--- config.mk ---
export PLATFORM = sky130hd
export DESIGN_NAME = mbox_bridge
export DESIGN_NICKNAME = d
export VERILOG_FILES = /design/src/rtl/mbox_pkg.sv /design/src/rtl/mbox_host_port.sv /design/src/rtl/mbox_channel.sv /design/src/rtl/mbox_rst_pulse.sv /design/src/rtl/mbox_bridge.sv
export SDC_FILE = /design/constraint.sdc
export NUM_CORES = 1
export LEC_CHECK = 0
export ABC_AREA = 1
export BUFFER_PORTS_ARGS = -buffer_cell sky130_fd_sc_hd__buf_2
export CAP_MARGIN = 20
export CORE_ASPECT_RATIO = 0.6
export CORE_MARGIN = 3
export CORE_UTILIZATION = 35
export CTS_CLUSTER_SIZE = 40
export DETAILED_ROUTE_END_ITERATION = 12
export GPL_ROUTABILITY_DRIVEN = 1
export GPL_TIMING_DRIVEN = 0
export PLACE_DENSITY = 0.7
export SYNTH_ARGS = -nofsm -noshare
export SYNTH_HDL_FRONTEND = slang
export SYNTH_SLANG_ARGS = --single-unit
--- constraint.sdc ---
create_clock -name clk -period 1.6 [get_ports clk]
set_input_delay 0.16 -clock clk [delete_from_list [all_inputs] [get_ports clk]]
set_output_delay 0.16 -clock clk [all_outputs]
set_load 0.05 [all_outputs]
--- src/rtl/mbox_pkg.sv ---
// Package: shared types for the two-way mailbox.
// Assumes: one command channel (host to sound) and one reply channel (sound to host).
package mbox_pkg;

    // Index of each one-byte channel in the channel array.
    localparam int CH_CMD  = 0;
    localparam int CH_RPLY = 1;
    localparam int CH_NUM  = 2;

    // Host address width and the fixed window pattern on bits 4..1.
    localparam int          HOST_AW  = 5;
    localparam logic [3:0]  WIN_PATT = 4'b1110;

    // Decoded host accesses that leave the host port module.
    typedef struct packed {
        logic data_rd;
        logic data_wr;
        logic ctrl_wr;
    } host_acc_t;

endpackage

--- src/rtl/mbox_host_port.sv ---
// Module: host-side window decode and read-data multiplexer.
// Does: turns address, enable and strobes into decoded accesses; builds read
//       data with a per-bit drive enable (bits not driven read as enable 0).
// Assumes: host_rd and host_wr are one clock wide; data is combinational.
module mbox_host_port
    import mbox_pkg::*;
#(
    parameter int DATA_W = 8
) (
    input  logic [HOST_AW-1:0] host_addr,
    input  logic               host_sel_n,
    input  logic               host_rd,
    input  logic               host_wr,
    input  logic [DATA_W-1:0]  rply_data,
    input  logic               rply_flag,
    output host_acc_t          acc,
    output logic [DATA_W-1:0]  host_rdata,
    output logic [DATA_W-1:0]  host_rdata_oe
);

    localparam int STAT_BIT = DATA_W - 1;

    logic win_hit;
    logic reg_ctrl;
    logic ctrl_rd;

    // Window match: enable low and bits 4..1 equal the fixed pattern.
    always_comb begin
        win_hit  = !host_sel_n && (host_addr[HOST_AW-1:1] == WIN_PATT);
        reg_ctrl = host_addr[0];
    end

    // Split the window hit into the four register accesses.
    always_comb begin
        acc.data_rd = win_hit && host_rd && !reg_ctrl;
        acc.data_wr = win_hit && host_wr && !reg_ctrl;
        acc.ctrl_wr = win_hit && host_wr &&  reg_ctrl;
        ctrl_rd     = win_hit && host_rd &&  reg_ctrl;
    end

    // Read mux: full byte for data, one status bit for control, else undriven.
    always_comb begin
        host_rdata    = '0;
        host_rdata_oe = '0;
        if (acc.data_rd) begin
            host_rdata    = rply_data;
            host_rdata_oe = '1;
        end else if (ctrl_rd) begin
            host_rdata[STAT_BIT]    = rply_flag;
            host_rdata_oe[STAT_BIT] = 1'b1;
        end
    end

endmodule

--- src/rtl/mbox_channel.sv ---
// Module: one byte latch plus its semaphore flip-flop.
// Does: loads the latch and sets the flag on load; clears the flag on clear.
// Assumes: load and clear are one-cycle strobes; load wins over clear so a
//          message arriving while the old one is read is never lost.
module mbox_channel #(
    parameter int DATA_W = 8
) (
    input  logic              clk,
    input  logic              rst_n,
    input  logic              load,
    input  logic [DATA_W-1:0] wdata,
    input  logic              clear,
    output logic [DATA_W-1:0] data,
    output logic              flag
);

    // Byte storage, written only by the load strobe.
    always_ff @(posedge clk) begin
        if (!rst_n)
            data <= '0;
        else if (load)
            data <= wdata;
    end

    // Semaphore: set has priority over clear.
    always_ff @(posedge clk) begin
        if (!rst_n)
            flag <= 1'b0;
        else if (load)
            flag <= 1'b1;
        else if (clear)
            flag <= 1'b0;
    end

endmodule

--- src/rtl/mbox_rst_pulse.sv ---
// Module: fixed-length reset pulse generator for the peer processor.
// Does: a trigger starts (or restarts) a pulse of PULSE_CYC cycles that
//       begins the cycle after the trigger.
// Assumes: PULSE_CYC >= 1.
module mbox_rst_pulse #(
    parameter int PULSE_CYC = 4
) (
    input  logic clk,
    input  logic rst_n,
    input  logic trig,
    output logic pulse
);

    localparam int CNT_W = $clog2(PULSE_CYC + 1);
    localparam logic [CNT_W-1:0] CNT_LOAD = CNT_W'(PULSE_CYC);

    logic [CNT_W-1:0] remain;

    // Down counter of remaining pulse cycles; a trigger reloads it.
    always_ff @(posedge clk) begin
        if (!rst_n)
            remain <= '0;
        else if (trig)
            remain <= CNT_LOAD;
        else if (remain != '0)
            remain <= remain - 1'b1;
    end

    // Pulse is high while cycles remain.
    always_comb pulse = (remain != '0);

endmodule

--- src/rtl/mbox_bridge.sv ---
// Module: two-way byte mailbox between a host bus and a sound-processor bus.
// Does: host writes a command (raises snd_irq_n), sound side reads it (drops
//       the interrupt); sound side writes a reply (raises host_firq_n), host
//       reads it (drops it). A host control write pulses snd_cpu_rst.
// Assumes: all strobes one clock wide; synchronous active-low reset.
module mbox_bridge
    import mbox_pkg::*;
#(
    parameter int DATA_W    = 8,
    parameter int PULSE_CYC = 4
) (
    input  logic               clk,
    input  logic               rst_n,
    input  logic [HOST_AW-1:0] host_addr,
    input  logic               host_sel_n,
    input  logic               host_rd,
    input  logic               host_wr,
    input  logic [DATA_W-1:0]  host_wdata,
    output logic [DATA_W-1:0]  host_rdata,
    output logic [DATA_W-1:0]  host_rdata_oe,
    output logic               host_firq_n,
    input  logic               snd_cmd_rd,
    input  logic               snd_rply_wr,
    input  logic [DATA_W-1:0]  snd_wdata,
    output logic [DATA_W-1:0]  snd_rdata,
    output logic               snd_irq_n,
    output logic               snd_cpu_rst
);

    host_acc_t         acc;
    logic [DATA_W-1:0] ch_wdata [CH_NUM];
    logic [DATA_W-1:0] ch_data  [CH_NUM];
    logic              ch_load  [CH_NUM];
    logic              ch_clear [CH_NUM];
    logic              ch_flag  [CH_NUM];

    // Host window decode and read path.
    mbox_host_port #(.DATA_W(DATA_W)) host_port_i (
        .host_addr     (host_addr),
        .host_sel_n    (host_sel_n),
        .host_rd       (host_rd),
        .host_wr       (host_wr),
        .rply_data     (ch_data[CH_RPLY]),
        .rply_flag     (ch_flag[CH_RPLY]),
        .acc           (acc),
        .host_rdata    (host_rdata),
        .host_rdata_oe (host_rdata_oe)
    );

    // Route strobes and data of each side onto the two channels.
    always_comb begin
        ch_load [CH_CMD]  = acc.data_wr;
        ch_wdata[CH_CMD]  = host_wdata;
        ch_clear[CH_CMD]  = snd_cmd_rd;
        ch_load [CH_RPLY] = snd_rply_wr;
        ch_wdata[CH_RPLY] = snd_wdata;
        ch_clear[CH_RPLY] = acc.data_rd;
    end

    // One latch-plus-semaphore per direction.
    for (genvar g = 0; g < CH_NUM; g++) begin : g_ch
        mbox_channel #(.DATA_W(DATA_W)) ch_i (
            .clk   (clk),
            .rst_n (rst_n),
            .load  (ch_load[g]),
            .wdata (ch_wdata[g]),
            .clear (ch_clear[g]),
            .data  (ch_data[g]),
            .flag  (ch_flag[g])
        );
    end

    // Peer reset pulse from a host control write.
    mbox_rst_pulse #(.PULSE_CYC(PULSE_CYC)) rst_pulse_i (
        .clk   (clk),
        .rst_n (rst_n),
        .trig  (acc.ctrl_wr),
        .pulse (snd_cpu_rst)
    );

    // Active-low interrupt outputs and sound-side read data.
    always_comb begin
        snd_irq_n   = !ch_flag[CH_CMD];
        host_firq_n = !ch_flag[CH_RPLY];
        snd_rdata   = ch_data[CH_CMD];
    end

endmodule

* Word-level counts from Yosys, hierarchy flattened
Index checks and enable logic that the tools add are counted.
** Word-level totals
- Bits of input ports :: 28
- Output and inout bits :: 27
- Register bits after elaboration :: 21
** Cells by class
- Bitwise operators :: 1
- Eq/ne operators :: 1
- Mux-type cells :: 12
- $add $sub $neg :: 1
- Reductions and logical operators :: 16
** Operator list (number)
- 7-bit 2-to-1 mux :: 2
- 1-bit 2-to-1 mux :: 8
- 1-bit logical AND :: 7
- 3-bit 2-to-1 mux :: 2
- 2-bit nonzero test :: 3
- 4-bit equality test, second input constant :: 1
- 1-bit zero test :: 4
- 3-bit nonzero test :: 1
- 3-bit by 1-bit subtractor with 3-bit output, second input constant :: 1
- 2-bit OR reduction :: 1
- 1-bit NOT :: 1

* Depth between registers and ports, before layout
Gate-level depths: netlist of run 1.
- Depth after elaboration :: 6
- Depth in mapped cells :: 7
- Gate-level depth less buffers :: 6

* Modules after synthesis
Synthesis of run 1 repeated with hierarchy kept, for this count alone.
** Unflattened totals
- Cell total of the unflattened synthesis :: 141
- Area, all modules :: 992.2 um^2
** Modules (own cells, without submodules)
- mbox_channel :: area each 304.0 um^2, times used 2, seq. area each 180.2 um^2, cells an instance 38
- mbox_host_port :: area each 197.7 um^2, times used 1, seq. area each 0.0 um^2, cells an instance 36
- mbox_rst_pulse :: area each 178.9 um^2, times used 1, seq. area each 60.1 um^2, cells an instance 27
- mbox_bridge :: area each 7.5 um^2, times used 1, seq. area each 0.0 um^2, cells an instance 2

* Worst setup path before layout of run 1
Ideal clock, no wire load.
- Path kind :: input port to output port
- Start point :: input port host_addr[3]
- End point :: output port host_rdata[7]
- Stages on the path :: 4
- Required time :: 1.440 ns
- Arrival time :: 1.243 ns
- Slack :: 0.197 ns
- Cells stage by stage :: nand2_1 -> nor2_4 -> nand3_1 -> a21oi_1
** Between the ends
- Cells in the longest elaborated chain, start to end :: 6
- Elaborated cells on any way between the ends :: 7
- Classes of those cells :: 1 x eq/ne; 2 x mux; 4 x reduce/logical
** Ends and longest elaborated chain
- from (decl) :: line mbox_bridge.sv:14 : input logic [HOST_AW-1:0] host_addr,
- 4-bit equality test * :: line mbox_host_port.sv:29 : win_hit = !host_sel_n && (host_addr[HOST_AW-1:1] == WIN_PATT);
- 1-bit logical AND * :: line mbox_host_port.sv:29
- 1-bit logical AND * :: line mbox_host_port.sv:35, mbox_host_port.sv:38
- 1-bit logical AND :: line mbox_host_port.sv:38 : ctrl_rd = win_hit && host_rd && reg_ctrl;
- 1-bit 2-to-1 mux :: line mbox_host_port.sv:48 : end else if (ctrl_rd) begin
- 1-bit 2-to-1 mux * :: line mbox_host_port.sv:45 : if (acc.data_rd) begin
- to (decl) :: line mbox_bridge.sv:19 : output logic [DATA_W-1:0] host_rdata,
Every way passes the cells marked *; elsewhere a longest branch is shown, timed or not.

* Worst setup path after layout of run 1
- Start point :: register rst_pulse_i.remain[0]
- End point :: output port snd_cpu_rst
** Between the ends
- Cells in the longest elaborated chain, start to end :: 1
** Ends and longest elaborated chain
- from (decl) :: line mbox_rst_pulse.sv:17 : logic [CNT_W-1:0] remain;
- from (signal assigned) :: line mbox_rst_pulse.sv:26 : remain <= remain - 1'b1;
- 3-bit nonzero test :: line mbox_rst_pulse.sv:30 : always_comb pulse = (remain != '0);
- to (decl) :: line mbox_bridge.sv:27 : output logic snd_cpu_rst
Every way passes these cells.

==> results.toml, run 1 <==
[clock_network]
cts_tree = "done"
clock_sinks = 21
cts.path.max_buffers = 2
clk_latency_ns = 0.26
cts-root-buf = "clkbuf_8"
post-cts-setup-buffer-count = 0
cts.clk_slew.worst_paths_ns = 0.07
htree_levels = 1
cts_buffers = 3

[place]
post-place-ws_ns = 0.0732
numPortBuffers = 53
placed_cells = 244
dpl.hpwl_um = 1900
gp_congestion = 0.762

[floorplan]
start_util = 0.398
coreArea_um2 = 2720
io_pins = 55
rows = 14
die-height_um = 49.1
die_w_um = 77.8
die-area_um2 = 3810

[worst_setup_path]
crit_type = "flip-flop to output port"
setup.worst_path.start = "rst_pulse_i.remain[0]"
cp_data_required_time_ns = 1.44
cpLargestDelayFamily = "adder cells"
cp_slowest_cell = "dfxtp_1"
end_kind = "output port"
r2r-start = "rst_pulse_i.remain[0]"
arrival_ns = 1.32
cpMostUsedCell = "inv_1"
reg2reg_slack_ns = 0.42
crit_chain = "inv_1, ha_1, ha_2, inv_1, buf_4"
cp_num_buf_inv = 3
reg2reg_depth = 5
cp-endpoint = "snd_cpu_rst"
critPathMaxStageDelay_ns = 0.33
reg2reg_to = "rst_pulse_i.remain[2]"
cp_max_fo = 6
start_kind = "flip-flop"
cp.depth = 5

[drt]
vias = 985
drt_iter0_drc = 37
drt_wl_total_um = 2330
ant_nets = 0
drt-pass1-iter-count = 4
drc = 0
vias_per_cell = 3.97
routedWlPerCell_um = 9.38

[run]
maxCapViolCount = 0

[timing]
worst_pin_slew_ns = 0.366
rsz0062_at_grt = "false"
hold_viol = 0
postLayoutSetupSlackWorst_ns = 0.117
fin_crit_sh = 0.927
fmax_mhz = 674
slew_headroom = 0.756
fin_crit_ns = 1.48
slew_violations = 0
finalSetupViolations = 0
whs_ns = 0.124
tns_ns = 0
clock-skew-final_ns = 0.000744

[worst_hold_path]
hold_class = "primary input to flip-flop"
whs_path_depth = 3

[synth]
synth_top_cells_by_count = "inv_1, nor2_1, nand2_1"
synth_edf_count = 0
synth_warnings = 0
synth_top_family_by_area = "simple AND/OR/NAND/NOR gates"
synth.mux.area_fraction = 0
netlist_top_cells_area = "dfxtp_1, buf_4, inv_1"
asyncSetResetFlopFracSynth = 0
netlist_instances = 151
synth-seq-cells = 21
synth_area_per_cell_um2 = 7.16
syn-cell-area_um2 = 1080
synth.top_cell.area_share = 0.389
synth.distinct_cells = 20
syn_nets = 182
synthXorXnorAreaFrac = 0
synthSimpleGateAreaFrac = 0.250
yosysMostFrequentCell = "inv_1"
synth_area_leader_cell = "dfxtp_1"
synth-seq-area-share = 0.389
synth_top_flop_cell = "dfxtp_1"
synth_compound_area_frac = 0.102
yosys.area_share.adder = 0.0347

[grt]
overflow = 0
first_global_vias = 876
met2_usage = 0.193
top_usage_layer = "met2"
grt_max_degree = 12
grtUsageMet3 = 0.0369
grt_pass1_wl_um = 3920
met1_usage = 0.172
antenna_found_initial = 0
track_usage = 0.126

[layout]
diodes = 0
nFillCells = 266
layoutNonFillerInstCount = 248
drive_above_1_share = 0.404
nets = 240
area_growth_pct = 33.8
regArea_um2 = 420
multi_input_area_um2 = 420

[pwr]
power.leakage_nw = 0.839
ir_worst_vdd_mv = 0.490
power.density_nw_per_um2 = 952

[outcome]
status = "finished, final reports clean"
==> flip-flops by register name, indices dropped and copies added, names as in the netlist <==
signal / flops
g_ch.ch_i.data: 16
g_ch.ch_i.flag: 2
rst_pulse_i.remain: 3
==> logic make-up (layout without fill, tap and decap cells) <==
kind of cell / after synthesis / count (layout)
and+or+nand+nor: 58 / 58
buffers and inverters: 47 / 104
AOI/OAI and AO/OA: 22 / 22
DFF: 21 / 21
adders and majority gates: 3 / 3
==> timing repair <==
item / 4_1_cts / 5_1_grt
endpoints found under the setup margin: 1 / 8
hold buffers: 0 / 0
gates resized for setup: 1 / 2
==> per-stage QoR <==
| stage | power, mW | utilization | cell area [um^2] |
|---|---|---|---|
| after floorplan | 0.929 | - | 1080 |
| after global placement | 1.03 | 0.514 | 1400 |
| after detailed placement | 1.03 | 0.514 | 1400 |
| after CTS | 1.39 | 0.532 | 1440 |
| after global routing | 1.48 | 0.533 | 1450 |
| final | 1.38 | 0.533 | 1450 |
==> how the worst min path moves through the flow <==
stage,startpoint,end,slack [ns]
after detailed placement,host_wdata[6],g_ch[0].ch_i.data[6],0.39
after global placement,host_wdata[7],g_ch[0].ch_i.data[7],0.38
final,host_wdata[1],g_ch[0].ch_i.data[1],0.12
after global routing,host_wdata[6],g_ch[0].ch_i.data[6],0.12
after floorplan,snd_wdata[7],g_ch[1].ch_i.data[7],0.29
after CTS,host_wdata[6],g_ch[0].ch_i.data[6],0.12
==> cell type report <==
cell class / count / area share
sequential: 21 / 0.291
multi-input combinational: 83 / 0.291
timing repair buffer: 53 / 0.185
buffer: 19 / 0.0952
inverter: 28 / 0.0727
tap: 40 / 0.0346
clock buffer: 4 / 0.0311
==> cells in the final DEF (no fill, tap or decap) <==
| cell type | netlist | layout |
|---|---|---|
| nand2_1 | 23 | 23 |
| a21oi_1 | 13 | 13 |
| dfxtp_1 | 21 | 21 |
| nand4_1 | 1 | 1 |
| nor2_1 | 26 | 26 |
| clkbuf_1 | 1 | 2 |
| inv_1 | 27 | 26 |
| nand2_2 | 1 | 1 |
| nand4_2 | 1 | 1 |
| o21ai_0 | 9 | 9 |
| buf_6 | 1 | 1 |
| or2_2 | 1 | 1 |
| nor2_4 | 2 | 2 |
| clkbuf_8 | 0 | 3 |
| ha_1 | 3 | 2 |
| nand3_1 | 1 | 1 |
| buf_4 | 15 | 16 |
| buf_2 | 2 | 54 |
| nand4_4 | 1 | 1 |
| inv_2 | 1 | 2 |
| ha_2 | 0 | 1 |
| nor2_2 | 1 | 1 |
==> where the power goes <==
group / switching (mW) / internal, mW
logic: 0.278 / 0.161
registers: 0.0224 / 0.577
clock network: 0.162 / 0.177
total: 0.462 / 0.915
==> routing by layer <==
layer / part of all wire / wire [um] / vias up
li1: - / - / 550
met1: 0.51 / 1180 / 407
met2: 0.43 / 1000 / 28
met3: 0.061 / 143 / 0
met4: 0 / 0 / 0
met5: 0 / 0 / -
==> worst min-delay path, delay by kind of cell <==
family        cells  cell delay [ns]
simple gates      2             0.11
buf+inv           1             0.07
(Power assumes the default switching activity.)
==> run 2, diff against run 1 <==
--- a/config.mk
+++ b/config.mk
@@ -10,12 +10,12 @@
 export CAP_MARGIN = 20
 export CORE_ASPECT_RATIO = 0.6
 export CORE_MARGIN = 3
-export CORE_UTILIZATION = 35
+export CORE_UTILIZATION = 40
 export CTS_CLUSTER_SIZE = 40
 export DETAILED_ROUTE_END_ITERATION = 12
 export GPL_ROUTABILITY_DRIVEN = 1
 export GPL_TIMING_DRIVEN = 0
-export PLACE_DENSITY = 0.7
+export PLACE_DENSITY = 0.81
 export SYNTH_ARGS = -nofsm -noshare
 export SYNTH_HDL_FRONTEND = slang
 export SYNTH_SLANG_ARGS = --single-unit
==> constraint.sdc (replaced) <==
create_clock -name clk -period 1.3 [get_ports clk]
set_input_delay 0.13 -clock clk [delete_from_list [all_inputs] [get_ports clk]]
set_output_delay 0.13 -clock clk [all_outputs]
set_load 0.05 [all_outputs]
==> results.toml, run 2 (synthesized netlist as in run 1, its figures left out) <==
[drt]
ant_nets = 0
vias = 1048
drt_iter0_drc = 42
drt_wl_total_um = 2620
drt-pass1-iter-count = 4
routedWlPerCell_um = 10.9
vias_per_cell = 4.35
drc = 0

[pwr]
power.density_nw_per_um2 = 1270
ir_worst_vdd_mv = 0.685
power.leakage_nw = 0.855

[layout]
final_common_cell = "buf_2"
final_area_um2 = 1530
diodes = 0
final_cell_mix = "buf_2, nor2_1, buf_4"
multi_input_area_um2 = 468
drive_above_1_share = 0.450
regMostFlops = "g_ch.ch_i.data"
nFillCells = 213
nets = 243
regArea_um2 = 423
area_growth_pct = 41.7
largest_reg_flops = 16
reg.largest.list = "g_ch.ch_i.data x16, rst_pulse_i.remain x3, g_ch.ch_i.flag x2"

[timing]
rsz0062_at_grt = "true"
finalSetupViolations = 1
slew_violations = 0
slew_headroom = 0.782
clock-skew-final_ns = 0.000504
fin_crit_sh = 1.01
hold_viol = 0
postLayoutSetupSlackWorst_ns = -0.00782
fin_crit_ns = 1.31
fmax_mhz = 765
tns_ns = -0.00782
worst_pin_slew_ns = 0.327

[clock_network]
cts.clk_slew.worst_paths_ns = 0.08
postCtsHoldBufs = 0
htree_levels = 1
cts.path.max_buffers = 2
cts_buffers = 3
cts_tree = "done"
cts-root-buf = "clkbuf_8"
clk_latency_ns = 0.26
clock_sinks = 21

[floorplan]
start_util = 0.458
coreArea_um2 = 2360
rows = 13
die-area_um2 = 3380
io_pins = 55
die-height_um = 46.3
die_w_um = 73.1

[outcome]
status = "complete, but fails checks"
violations = "setup timing"

[worst_setup_path]
critPathMaxStageDelay_ns = 0.34
cp_data_required_time_ns = 1.17
start_kind = "flip-flop"
crit_chain = "inv_2, ha_4, ha_4, clkinvlp_4, buf_8"
end_kind = "output port"
cp_max_fo = 2
cp_slowest_cell = "dfxtp_2"
crit_type = "flip-flop to output port"
cpMostUsedCell = "ha_4"
arrival_ns = 1.18

[grt]
overflow = 0
track_usage = 0.157
first_global_vias = 949
antenna_found_initial = 0
grt_pass1_wl_um = 4060
grt_max_degree = 13

[place]
dpl.hpwl_um = 1940
numPortBuffers = 53
gp_congestion = 0.716
post_dp_cell_area_um2 = 1390
post-place-ws_ns = -0.187

[worst_hold_path]
hold_class = "primary input to flip-flop"

[run]
maxCapViolCount = 0
[run 2: changes by cell type in the layout (fill, tap and decap cells not counted), sizes merged]
| cell | delta |
|---|---|
| clkbuf | -1 |
| clkinv | +1 |
| inv | -1 |
| buf | +2 |
| nand4 | +1 |
| clkinvlp | +1 |
[run 2: path summary, 6_finish.rpt]
check                        startpoint               endpoint  slack [ns]  cells past startpoint
setup reg to reg  rst_pulse_i.remain[1]  rst_pulse_i.remain[2]        0.13                      6
hold reg to reg    g_ch[1].ch_i.data[6]   g_ch[1].ch_i.data[6]        0.46                      2
setup / recovery  rst_pulse_i.remain[1]            snd_cpu_rst      -0.008                      5
hold / removal            host_wdata[4]   g_ch[0].ch_i.data[4]        0.08                      3
[run 2: critical path: cells and delay by family (launching register included)]
| family | cells | cell delay, ns |
|---|---|---|
| buffers and inverters | 3 | 0.25 |
| adders and majority gates | 2 | 0.32 |
| DFF | 1 | 0.34 |
[run 2: repair_timing]
action                     CTS  global route
pin swaps                    1             0
gates cloned                 0             1
setup endpoints to repair    8             9
setup buffers                1             1
resized for setup           19             2
[run 2: metrics by stage]
| stage | utilization | total power, mW | hold WS (ns) | cells |
|---|---|---|---|---|
| after floorplan | - | 1.18 | 0.265 | 151 |
| after detailed placement | 0.591 | 1.31 | 0.359 | 234 |
| final | 0.649 | 1.94 | 0.0817 | 241 |
| after global routing | 0.649 | 2.08 | 0.0904 | 241 |
| after global placement | 0.591 | 1.30 | 0.354 | 234 |
| after CTS | 0.640 | 1.93 | 0.0799 | 239 |
[run 2: routing by layer]
metal / global-route usage / vias to the layer above / wire length [um] / part of all wire
li1: - / 565 / - / -
met1: 0.200 / 454 / 1300 / 0.50
met2: 0.263 / 25 / 1160 / 0.44
met3: 0.0523 / 4 / 135 / 0.051
met4: 0.0331 / 0 / 20 / 0.0076
met5: 0 / - / 0 / 0
[run 2: cell type report]
cell class	instances	share of cell area
inverters	28	0.0727
clock buffers	3	0.0270
plain buffers	19	0.0899
clock inverters	1	0.00327
flip-flops and latches	21	0.276
well taps	30	0.0245
repair buffers	55	0.201
multi-input cells	84	0.306
[run 2: where the power goes]
part | switching, mW | internal [mW] | total, mW
clock network | 0.226 | 0.214 | 0.440
logic | 0.420 | 0.332 | 0.752
registers | 0.0326 | 0.715 | 0.748
